<file path="src/rtl/xclk_pkg.sv">
package xclk_pkg;
  typedef enum logic [1:0] {
    SRC_WAVE = 2'd0,
    SRC_DIV8 = 2'd1,
    SRC_POW2 = 2'd2,
    SRC_NONE = 2'd3
  } src_e;
endpackage

</file>
<file path="src/rtl/xclk_cfg.sv">
module xclk_cfg
  import xclk_pkg::*;
#(
  parameter int CNT_W   = 16,
  parameter int PRE_W   = 4,
  parameter int N_MAX   = 16'hFFFD,
  parameter int MIN_DIV = 6,
  parameter int FIX_DIV = 8
) (
  input  logic [1:0]       src_sel,
  input  logic [CNT_W-1:0] period_n,
  input  logic [CNT_W-1:0] phase_c,
  input  logic [PRE_W-1:0] pre_code,
  output logic [CNT_W-1:0] limit,
  output logic [CNT_W-1:0] cmp,
  output logic             valid
);
  localparam int FIX_HALF = FIX_DIV / 2;

  logic [31:0] pow_div;
  logic [31:0] pow_half;

  assign pow_div  = 32'd1 << pre_code;
  assign pow_half = pow_div >> 1;

  always_comb begin
    limit = '0;
    cmp   = '0;
    valid = 1'b0;
    case (src_e'(src_sel))
      SRC_WAVE: begin
        valid = (period_n != '0) && (32'(period_n) <= N_MAX) && (phase_c < period_n);
        limit = period_n + CNT_W'(1);
        cmp   = phase_c;
      end
      SRC_DIV8: begin
        valid = 1'b1;
        limit = CNT_W'(FIX_HALF - 1);
        cmp   = CNT_W'(FIX_HALF - 1);
      end
      SRC_POW2: begin
        valid = (pow_div >= 32'(MIN_DIV));
        limit = CNT_W'(pow_half - 32'd1);
        cmp   = CNT_W'(pow_half - 32'd1);
      end
      default: begin
        valid = 1'b0;
      end
    endcase
  end
endmodule

</file>
<file path="src/rtl/xclk_count.sv">
module xclk_count #(
  parameter int CNT_W = 16
) (
  input  logic             clk,
  input  logic             rst,
  input  logic             run_ok,
  input  logic [CNT_W-1:0] limit,
  input  logic [CNT_W-1:0] cmp,
  output logic             tick
);
  logic [CNT_W-1:0] cnt;

  always_ff @(posedge clk) begin
    if (rst || !run_ok) begin
      cnt <= '0;
    end else if (cnt >= limit) begin
      cnt <= '0;
    end else begin
      cnt <= cnt + CNT_W'(1);
    end
  end

  assign tick = run_ok && (cnt == cmp);

  // a stopped cycle leaves the counter at zero
  p_cnt_clear_r9: assert property (@(posedge clk) disable iff (rst)
    !run_ok |=> (cnt == '0));
endmodule

</file>
<file path="src/rtl/xclk_shape.sv">
module xclk_shape (
  input  logic clk,
  input  logic rst,
  input  logic run_ok,
  input  logic tick,
  input  logic idle_lvl,
  input  logic inv_en,
  output logic sclk_o,
  output logic lead_o,
  output logic trail_o
);
  logic ph;

  always_ff @(posedge clk) begin
    if (rst) begin
      ph      <= 1'b0;
      sclk_o  <= 1'b0;
      lead_o  <= 1'b0;
      trail_o <= 1'b0;
    end else if (!run_ok) begin
      ph      <= 1'b0;
      sclk_o  <= idle_lvl;
      lead_o  <= 1'b0;
      trail_o <= 1'b0;
    end else begin
      lead_o  <= tick && !ph;
      trail_o <= tick && ph;
      if (tick) ph <= ~ph;
      sclk_o  <= idle_lvl ^ inv_en ^ (ph ^ tick);
    end
  end

  p_strobe_excl_r8: assert property (@(posedge clk) disable iff (rst)
    !(lead_o && trail_o));

  p_lead_single_r8: assert property (@(posedge clk) disable iff (rst)
    lead_o |=> !lead_o);

  p_idle_hold_r6: assert property (@(posedge clk) disable iff (rst)
    !run_ok |=> (sclk_o == $past(idle_lvl)) && !lead_o && !trail_o);
endmodule

</file>
<file path="src/rtl/xfer_clk_gen.sv">
module xfer_clk_gen #(
  parameter int CNT_W   = 16,
  parameter int PRE_W   = 4,
  parameter int N_MAX   = 16'hFFFD,
  parameter int MIN_DIV = 6,
  parameter int FIX_DIV = 8
) (
  input  logic             clk,
  input  logic             rst,
  input  logic [1:0]       src_sel,
  input  logic [CNT_W-1:0] period_n,
  input  logic [CNT_W-1:0] phase_c,
  input  logic [PRE_W-1:0] pre_code,
  input  logic             idle_lvl,
  input  logic             inv_en,
  input  logic             run_en,
  output logic             sclk_o,
  output logic             lead_stb_o,
  output logic             trail_stb_o,
  output logic             cfg_err_o
);
  logic [CNT_W-1:0] limit;
  logic [CNT_W-1:0] cmp;
  logic             valid;
  logic             run_ok;
  logic             tick;

  xclk_cfg #(
    .CNT_W(CNT_W), .PRE_W(PRE_W), .N_MAX(N_MAX),
    .MIN_DIV(MIN_DIV), .FIX_DIV(FIX_DIV)
  ) u_cfg (
    .src_sel(src_sel), .period_n(period_n), .phase_c(phase_c),
    .pre_code(pre_code), .limit(limit), .cmp(cmp), .valid(valid)
  );

  assign run_ok = run_en && valid;

  xclk_count #(.CNT_W(CNT_W)) u_count (
    .clk(clk), .rst(rst), .run_ok(run_ok),
    .limit(limit), .cmp(cmp), .tick(tick)
  );

  xclk_shape u_shape (
    .clk(clk), .rst(rst), .run_ok(run_ok), .tick(tick),
    .idle_lvl(idle_lvl), .inv_en(inv_en),
    .sclk_o(sclk_o), .lead_o(lead_stb_o), .trail_o(trail_stb_o)
  );

  always_ff @(posedge clk) begin
    if (rst) cfg_err_o <= 1'b0;
    else     cfg_err_o <= !valid;
  end

  p_sel_err_r10: assert property (@(posedge clk) disable iff (rst)
    (src_sel == 2'd3) |=> cfg_err_o);

  p_err_hold_r2: assert property (@(posedge clk) disable iff (rst)
    cfg_err_o |-> (sclk_o == $past(idle_lvl)) && !lead_stb_o && !trail_stb_o);
endmodule

</file>
<file path="config.mk">
export PLATFORM = sky130hd
export DESIGN_NAME = xfer_clk_gen
export DESIGN_NICKNAME = d
export VERILOG_FILES = /design/src/rtl/xclk_pkg.sv /design/src/rtl/xclk_cfg.sv /design/src/rtl/xclk_count.sv /design/src/rtl/xclk_shape.sv /design/src/rtl/xfer_clk_gen.sv
export SDC_FILE = /design/constraint.sdc
export NUM_CORES = 1
export LEC_CHECK = 0
export ABC_CLOCK_PERIOD_IN_PS = 3700
export BUFFER_PORTS_ARGS = -buffer_cell sky130_fd_sc_hd__buf_2
export CELL_PAD_IN_SITES_DETAIL_PLACEMENT = 1
export CELL_PAD_IN_SITES_GLOBAL_PLACEMENT = 2
export CORE_AREA = 2 2 103 105
export DETAILED_ROUTE_END_ITERATION = 7
export DIE_AREA = 0 0 105 107
export GPL_TIMING_DRIVEN = 0
export PLACE_DENSITY = 0.78
export SYNTH_ARGS = -nofsm -noshare
export SYNTH_HDL_FRONTEND = slang
export SYNTH_SLANG_ARGS = --single-unit
</file>
<file path="constraint.sdc">
create_clock -name clk -period 3.7 [get_ports clk]
set_clock_uncertainty 0.15 [all_clocks]
set_input_delay 0.185 -clock clk [delete_from_list [all_inputs] [get_ports clk]]
set_output_delay 0.185 -clock clk [all_outputs]
set_load 0.03 [all_outputs]
</file>
# Word level (Yosys, flattened, before mapping)

Index checks and enable logic that the tools add are counted.

Flip-flop bits (word level): 21
Bits of input ports: 43
Output and inout port bits: 4
Logic and storage cells: 40

Add/sub/neg operators: 3
Order comparisons: 4
Eq/ne operators: 3
Shifts and indexed selects: 1
Mux-type cells: 4
Bitwise gates (word level): 5
Reductions and logical operators: 14

Operator list:

| kind                    | count |
|---|---|
| $pmux W16 S3            | 2 |
| $add A16 B1 Y16 const B | 2 |
| $ge A32 B3 Y1 const B   | 1 |
| $shl A1 B4 Y32 const A  | 1 |
| $eq A16 B16 Y1          | 1 |
| $ge A16 B16 Y1          | 1 |
| $le A16 B16 Y1 const B  | 1 |
| $lt A16 B16 Y1          | 1 |
| $reduce_bool A16 Y1     | 1 |
| $sub A16 B1 Y16 const B | 1 |
| $logic_and A1 B1 Y1     | 6 |
| $reduce_or A2 Y1        | 2 |
| $logic_not A1 Y1        | 3 |
| $pmux W1 S3             | 1 |
| $xor A1 B1 Y1           | 3 |
| $eq A2 B1 Y1 const B    | 1 |
| $eq A2 B2 Y1 const B    | 1 |
| $logic_not A2 Y1        | 1 |
| $not A1 Y1              | 2 |
| $logic_or A1 B1 Y1      | 1 |
| $mux W1                 | 1 |

# Depth between registers and ports, before layout

Gate-level depths: netlist of the first run.

Depth after elaboration: 9
Depth in mapped cells: 19
Gate-level depth less buffers: 15

# Modules after synthesis

Synthesis of the first run repeated with hierarchy kept, for this count alone.

Cells, all modules: 392
Area, all modules: 2,886.5 um2

By module, submodules not included:

| module       | times used | cells an instance | area each (um2) | seq. area each (um2) |
|---|---|---|---|---|
| xclk_cfg     | 1          | 222               | 1,391.3         | 0.0 |
| xclk_count   | 1          | 151               | 1,290.0         | 320.3 |
| xclk_shape   | 1          | 16                | 175.2           | 80.1 |
| xfer_clk_gen | 1          | 3                 | 30.0            | 20.0 |

# Least setup slack after synthesis of the first run

Ideal clock, no wire load.

Path kind: input-to-reg
Start point: input pre_code[1]
End point: register u_shape.sclk_o
Library setup time: 0.070 ns
Arrival time: 3.786 ns
Data required time: 3.480 ns
Path slack: -0.306 ns
Cell stages on the path: 17
Path buffers: 3
Cells stage by stage: clkbuf_1 > buf_2 > or4b_2 > ha_1 > clkbuf_1 > nor3b_1 > o21bai_1 > nand3_1 > o31ai_1 > a211oi_1 > o2111ai_1 > or3_1 > nor2_1 > ha_1 > xor2_1 > or3_1 > a21oi_1

Cells in the longest elaborated chain, start to end: 8
Elaborated cells between the ends (all ways): 11
Classes of those cells: 1 x add/sub; 1 x order compare; 1 x eq/ne; 1 x shift; 3 x mux; 2 x bitwise; 2 x reduce/logical

RTL lines:

| item                                                         | line                                 | RTL |
|---|---|---|
| from (decl)                                                  | xfer_clk_gen.sv:13                   | `input logic [PRE_W-1:0] pre_code,` |
| $shl A1 B4 Y32 (*)                                           | xclk_cfg.sv:23                       | `assign pow_div = 32'd1 << pre_code;` |
| $sub A16 B1 Y16 / $ge A32 B3 Y1 (equally long branches)      | xclk_cfg.sv:44, xclk_cfg.sv:42       |  |
| $pmux W16 S3 / $pmux W1 S3 (equally long branches)           | xclk_cfg.sv:30                       | `case (src_e'(src_sel))` |
| $eq A16 B16 Y1 / $logic_and A1 B1 Y1 (equally long branches) | xclk_count.sv:23, xfer_clk_gen.sv:36 |  |
| $logic_and A1 B1 Y1 (*)                                      | xclk_count.sv:23                     | `assign tick = run_ok && (cnt == cmp);` |
| named net tick                                               | xfer_clk_gen.sv:26                   | `logic tick;` |
| $xor A1 B1 Y1 (*) (2 in a row)                               | xclk_shape.sv:29                     | `sclk_o <= idle_lvl ^ inv_en ^ (ph ^ tick);` |
| $mux W1 (*)                                                  | xclk_shape.sv:20                     | `end else if (!run_ok) begin` |
| to (signal assigned)                                         | xclk_shape.sv:22                     | `sclk_o <= idle_lvl;` |
| to (signal assigned)                                         | xclk_shape.sv:29                     |  |
| to (decl)                                                    | xclk_shape.sv:8                      | `output logic sclk_o,` |

Mark *: on every way through the listed nets, which the timed path passes. The rest lies on a longest branch.
A chain may end at the register's enable or synchronous reset.

# Final worst setup path of the first run

Start point: input pre_code[3]
End point: register u_shape.sclk_o

Same word-level chain as after synthesis.

==> results.cfg, run 1 <==
[die]
core_mm2 = 0.0101
initial_core_util = 0.294
dieArea_mm2 = 0.0112
die_x_um = 105
rows = 37
num_io_pins = 47
fp.dieH_um = 107

[clocking]
root_buffer = clkbuf_8
cts_buffers = 3
htree_levels = 1
clk_latency_ns = 0.27
clk_path_buf_depth = 2
clock-sinks = 21
clk_pin_slew_worst_paths_ns = 0.09
cts_tree = built

[sta]
finalHoldWorstSlack_ns = 0.0372
rsz0062_at_grt = true
relSlewSlack = 0.433
setup_ws_ns = 0.0574
hold_viol_final = 0
min_period_over_period = 0.984
setup_viol = 0
drv_slew = 0
fin_crit_ns = 3.64
worst_pin_slew_ns = 0.846
fmax_mhz = 275

[place]
place_hpwl_um = 9160
placedCellCount = 591
gp_congestion = 0.894
dpl_cell_area_mm2 = 0.00343
dp_slack_ns = -1.01
portBuffers = 43

[route]
drc = 0
vias_per_cell = 5.34
ant_nets = 0
drtPass1Iterations = 4
wirelength_um = 11000
drt-wirelength-per-cell_um = 18.2
via_count = 3243
drtIter0Drc = 128

[power_and_ir_drop]
ir_drop_mv = 0.146
power_leakage_nw = 1.49
powerDensity_mw_per_mm2 = 184

[logic_synthesis]
synth-xor-area-share = 0.103
synth_simple_gate_area_share = 0.260
synth_mux_area_frac = 0.00717
synth_top_family_by_area = simple AND/OR/NAND/NOR gates
ys_seq_area_frac = 0.142
synth_compound_area_frac = 0.248
synthCells = 412
async_flop_share = 0
postSynthAreaPerCell_um2 = 7.20
synth_fa_ha_area_frac = 0.160
synth_area_mm2 = 0.00297
synth.distinct_cells = 59
yosys_warnings = 0
synth_edf_count = 0
postSynthNetCount = 493
synth_seq_cells = 21
ys.flop_type = dfxtp_1

[final_layout]
postLayoutCellArea_mm2 = 0.00368
antenna_cells = 0
final_cells = 607
syn2layout_area_growth_pct = 24.2
drive_above_1_share = 0.212
final_util = 0.365
nNetsFinal = 553

[worst_setup_path]
r2r_end = u_shape.sclk_o
rrSetupSlack_ns = 0.30
crit_type = in -> reg
cp_max_fo = 5
cp-startpoint = pre_code[3]
critPathLaunchType = primary input
r2r_cells = 12
r2r_start = u_count.cnt[5]
worstPathRequired_ns = 3.76
arrival_ns = 3.70
endpoint_kind = flop

[global_route]
grt_antenna_before_repair = 0
grt_overflow = 0
grt_pass1_vias = 3315
grt_max_degree = 14
grt_pass1_wl_um = 17900
grt.total_usage = 0.201

[job]
drv_cap = 0

[min_path]
min_path_cells = 3
hp-class = in -> reg
whs_endpoint = u_shape.sclk_o
min-delay-start = idle_lvl

[status]
outcome = completed
## worst max-delay path, stage by stage
cell,delay (ns)
buf_12,0.11
buf_8,0.11
or4b_4,0.49
ha_4,0.19
nand3b_1,0.19
buf_4,0.16
o311a_1,0.36
nor3_2,0.23
xnor2_1,0.15
nand4_1,0.10
or3_4,0.42
nor2_4,0.15
ha_4,0.22
xor2_2,0.14
or3_1,0.38
a21oi_2,0.12
## per-stage QoR
step / power, W / TNS (ns)
finish: 0.000677 / 0
global route: 0.000729 / -0.0869
CTS: 0.000667 / 0
detailed placement: 0.000501 / -15.02
global placement: 0.000495 / -14.02
floorplan: 0.000402 / 0
## repair_timing
action / in CTS / in global routing
hold buffers: 1 / 0
gates resized for setup: 9 / 26
setup endpoints to repair: 17 / 17
hold endpoints to repair: 2 / 0
pin swaps: 3 / 14
buffers inserted: 2 / 13
## state kept, by name, summed over array words and instances (netlist names)
register and flops:
u_count.cnt 16, cfg_err_o 1, u_shape.trail_o 1, u_shape.sclk_o 1, u_shape.lead_o 1, u_shape.ph 1
## report_power, final
group / switching, W / internal [W] / leakage [nW]
clock: 0.0000803 / 0.0000762 / 0.0217
sequential: 0.00000157 / 0.000229 / 0.170
combinational: 0.000171 / 0.000119 / 1.30
total: 0.000252 / 0.000424 / 1.49
## how the worst max path moves through the flow
stage | endpoint | slack, ns | cells past startpoint
after CTS | u_shape.sclk_o | 0.006 | 16
final | u_shape.sclk_o | 0.06 | 16
after global placement | u_count.cnt[10] | -0.94 | 18
after detailed placement | u_count.cnt[10] | -1.01 | 18
after floorplan | u_shape.sclk_o | 0.004 | 16
after global routing | u_shape.sclk_o | -0.09 | 18
## synth_stat cells (3+ instances only)
| cell | n | area share |
|---|---|---|
| a41oi_1 | 3 | 0.0089 |
| buf_2 | 5 | 0.0084 |
| nor2b_1 | 4 | 0.0084 |
| a211oi_1 | 8 | 0.020 |
| o31ai_1 | 5 | 0.013 |
| xnor2_1 | 26 | 0.077 |
| nor2_1 | 56 | 0.071 |
| nand4_1 | 11 | 0.023 |
| o21ai_0 | 20 | 0.034 |
| xor2_1 | 9 | 0.027 |
| or3_1 | 5 | 0.011 |
| dfxtp_1 | 21 | 0.14 |
| o21ai_1 | 3 | 0.0051 |
| o21a_1 | 3 | 0.0076 |
| nor3_1 | 12 | 0.020 |
| nand3_1 | 16 | 0.027 |
| a211o_1 | 4 | 0.012 |
| and2_1 | 4 | 0.0084 |
| a22oi_1 | 5 | 0.013 |
| nand2_1 | 19 | 0.024 |
| ha_1 | 38 | 0.16 |
| clkbuf_1 | 17 | 0.022 |
| a21o_1 | 5 | 0.013 |
| a21oi_1 | 23 | 0.039 |
| nand2b_1 | 4 | 0.0084 |
| inv_1 | 30 | 0.038 |
| nor4_1 | 8 | 0.017 |
## cell usage in the layout, fill, tap and decap left out, drive strengths merged, types with 3 or more instances in the layout
cell,synthesis,routed
a211o,4,4
a211oi,8,8
a21o,5,5
a21oi,24,24
a22oi,5,5
a31oi,3,3
a41oi,3,3
and2,4,4
buf,9,68
clkbuf,17,15
dfxtp,21,21
ha,38,38
inv,30,30
nand2,19,19
nand2b,4,4
nand3,16,16
nand4,11,11
nor2,56,56
nor2b,4,4
nor3,12,12
nor4,8,8
nor4b,3,3
o21a,3,3
o21ai,23,23
o31ai,5,5
or3,5,5
xnor2,26,26
xor2,9,9
## layout make-up
cell class              count  area (um^2)
fillers                  1295         6410
multi-input cells         334         2420
flip-flops and latches     21          420
repair buffers             59          348
well taps                 136          170
plain buffers              22          161
inverters                  31          120
clock buffers               3         41.3
clock inverters             1         7.51
## cells by family (layout without fill, tap and decap cells)
family          Yosys count  count (layout)
flops                    21              21
xor+xnor                 35              35
compound gates          106             106
fa+ha+maj                38              38
buf+inv                  57             116
mux                       2               2
simple gates            153             153
## layer usage
layer | global-route usage | routed length [um]
met1 | 0.278 | 5470
met2 | 0.348 | 5100
met3 | 0.0164 | 303
met4 | 0.0267 | 167
met5 | 0 | 0
No activity file was read; power rests on OpenSTA's default activity.
==> run 2: changes to the inputs <==
--- a/config.mk
+++ b/config.mk
@@ -7,11 +7,12 @@
 export LEC_CHECK = 0
 export ABC_CLOCK_PERIOD_IN_PS = 3700
 export BUFFER_PORTS_ARGS = -buffer_cell sky130_fd_sc_hd__buf_2
+export CAP_MARGIN = 20
 export CELL_PAD_IN_SITES_DETAIL_PLACEMENT = 1
 export CELL_PAD_IN_SITES_GLOBAL_PLACEMENT = 2
-export CORE_AREA = 2 2 103 105
+export CORE_AREA = 2 2 74 146
 export DETAILED_ROUTE_END_ITERATION = 7
-export DIE_AREA = 0 0 105 107
+export DIE_AREA = 0 0 76 148
 export GPL_TIMING_DRIVEN = 0
 export PLACE_DENSITY = 0.78
 export SYNTH_ARGS = -nofsm -noshare
==> results.cfg, run 2 (synthesis results as in run 1) <==
[power_and_ir_drop]
p_total_w = 0.000762
power_leakage_nw = 1.47
ir_drop_mv = 0.147
powerDensity_mw_per_mm2 = 208

[final_layout]
final_cells = 600
antenna_cells = 0
drive_above_1_share = 0.202
largest_reg_flops = 16
fill_cells = 1279
postLayoutCellArea_mm2 = 0.00365
regArea_um2 = 420
final_common_cell = nor2_1
largest_register = u_count.cnt
multi_input_area_mm2 = 0.00242
final_cell_mix = 55 x nor2_1, 49 x buf_2, 36 x ha_1, 30 x inv_1, 26 x xnor2_1
nNetsFinal = 547
syn2layout_area_growth_pct = 23.2

[route]
drc = 0
vias_per_cell = 5.48
drtPass1Iterations = 4
drtIter0Drc = 83
ant_nets = 0
wirelength_um = 12400
via_count = 3287
drt-wirelength-per-cell_um = 20.7

[clocking]
cts_buffers = 3
clk_latency_ns = 0.26
clk_path_buf_depth = 2
clock-sinks = 21
cts_tree = built
clk_pin_slew_worst_paths_ns = 0.06
root_buffer = clkbuf_16
htree_levels = 1

[worst_setup_path]
worstPathCellList = buf_4 > clkbuf_8 > or4b_4 > ha_4 > o21ai_1 > o31ai_1 > xor2_1 > o2111ai_1 > nor4_1 > o2111ai_1 > or3_4 > nor2_4 > ha_4 > xor2_1 > or3_1 > a21oi_2
cp_max_fo = 10
critPathLaunchType = primary input
crit_type = in -> reg
endpoint_kind = flop
worstPathRequired_ns = 3.75
crit_path_top_delay_cell = or4b_4
arrival_ns = 3.77
slowest_delay_ns = 0.53

[sta]
min_period_over_period = 1.00
rsz0062_at_grt = true
hold_viol_final = 0
fin_crit_ns = 3.72
fmax_mhz = 269
setup_viol = 1
setup_tns_ns = -0.0172
drv_slew = 0
worst_pin_slew_ns = 0.872
relSlewSlack = 0.415
setup_ws_ns = -0.0172

[die]
initial_core_util = 0.294
dieArea_mm2 = 0.0112
num_io_pins = 47
fp.dieH_um = 148
die_x_um = 76
rows = 52
core_mm2 = 0.0101

[job]
drv_cap = 0

[status]
outcome = finished with violations
violations = setup timing

[global_route]
grt_pass1_vias = 3525
grt_overflow = 0
grt_pass1_wl_um = 19000
grt_antenna_before_repair = 0
grt.total_usage = 0.223
grt_max_degree = 13

[place]
gp_congestion = 0.949
place_hpwl_um = 10500
portBuffers = 43
dpl_cell_area_mm2 = 0.00343
dp_slack_ns = -1.19
placedCellCount = 590

[min_path]
hp-class = in -> reg
[run 2: repair_timing]
item	in CTS	in global routing
buffers inserted	4	1
pin swaps	9	4
endpoints found under the hold margin	2	0
gates cloned	0	1
endpoints found under the setup margin	17	17
gates resized for setup	12	13
hold buffers	1	0
[run 2: layout make-up]
class                           instances  area share
Multi-Input combinational cell        334       0.663
Sequential cell                        21       0.115
Timing Repair Buffer                   50      0.0784
Tap cell                              135      0.0462
Buffer                                 25      0.0431
Inverter                               31      0.0318
Clock buffer                            3      0.0205
Clock inverter                          1     0.00137
[run 2: worst paths after layout]
kind             startpoint  cells after the start        endpoint  slack, ns
max reg2reg  u_count.cnt[5]                     12  u_shape.sclk_o       0.36
max             pre_code[2]                     16  u_shape.sclk_o      -0.02
min reg2reg      u_shape.ph                      2      u_shape.ph       0.34
min                idle_lvl                      3  u_shape.sclk_o       0.05
[run 2: critical path, delay by kind of cell]
kind / cells / cell delay [ns]
compound gates: 5 / 0.65
xor+xnor: 2 / 0.44
fa+ha+maj: 2 / 0.54
buf+inv: 2 / 0.31
simple gates: 5 / 1.63
[run 2: layer usage]
| layer | vias up | global-route usage | share of wire |
|---|---|---|---|
| met5 | - | 0 | 0 |
| met4 | 0 | 0.153 | 0.081 |
| met3 | 46 | 0.0287 | 0.027 |
| met2 | 80 | 0.441 | 0.55 |
| met1 | 1572 | 0.207 | 0.34 |
| li1 | 1589 | - | - |
[run 2: stage by stage]
stage / hold slack (ns) / util
floorplan: 0.104 / -
global placement: 0.230 / 0.340
detailed placement: 0.246 / 0.340
CTS: 0.0488 / 0.356
global route: 0.0872 / 0.362
finish: 0.0503 / 0.362
[run 2: power by group]
part	total, W	switching [W]	internal [W]	leakage (nW)
Clock	0.000245	0.0000990	0.000146	0.0409
Sequential	0.000230	0.00000129	0.000229	0.170
Combinational	0.000287	0.000172	0.000115	1.26
Total	0.000762	0.000272	0.000489	1.47
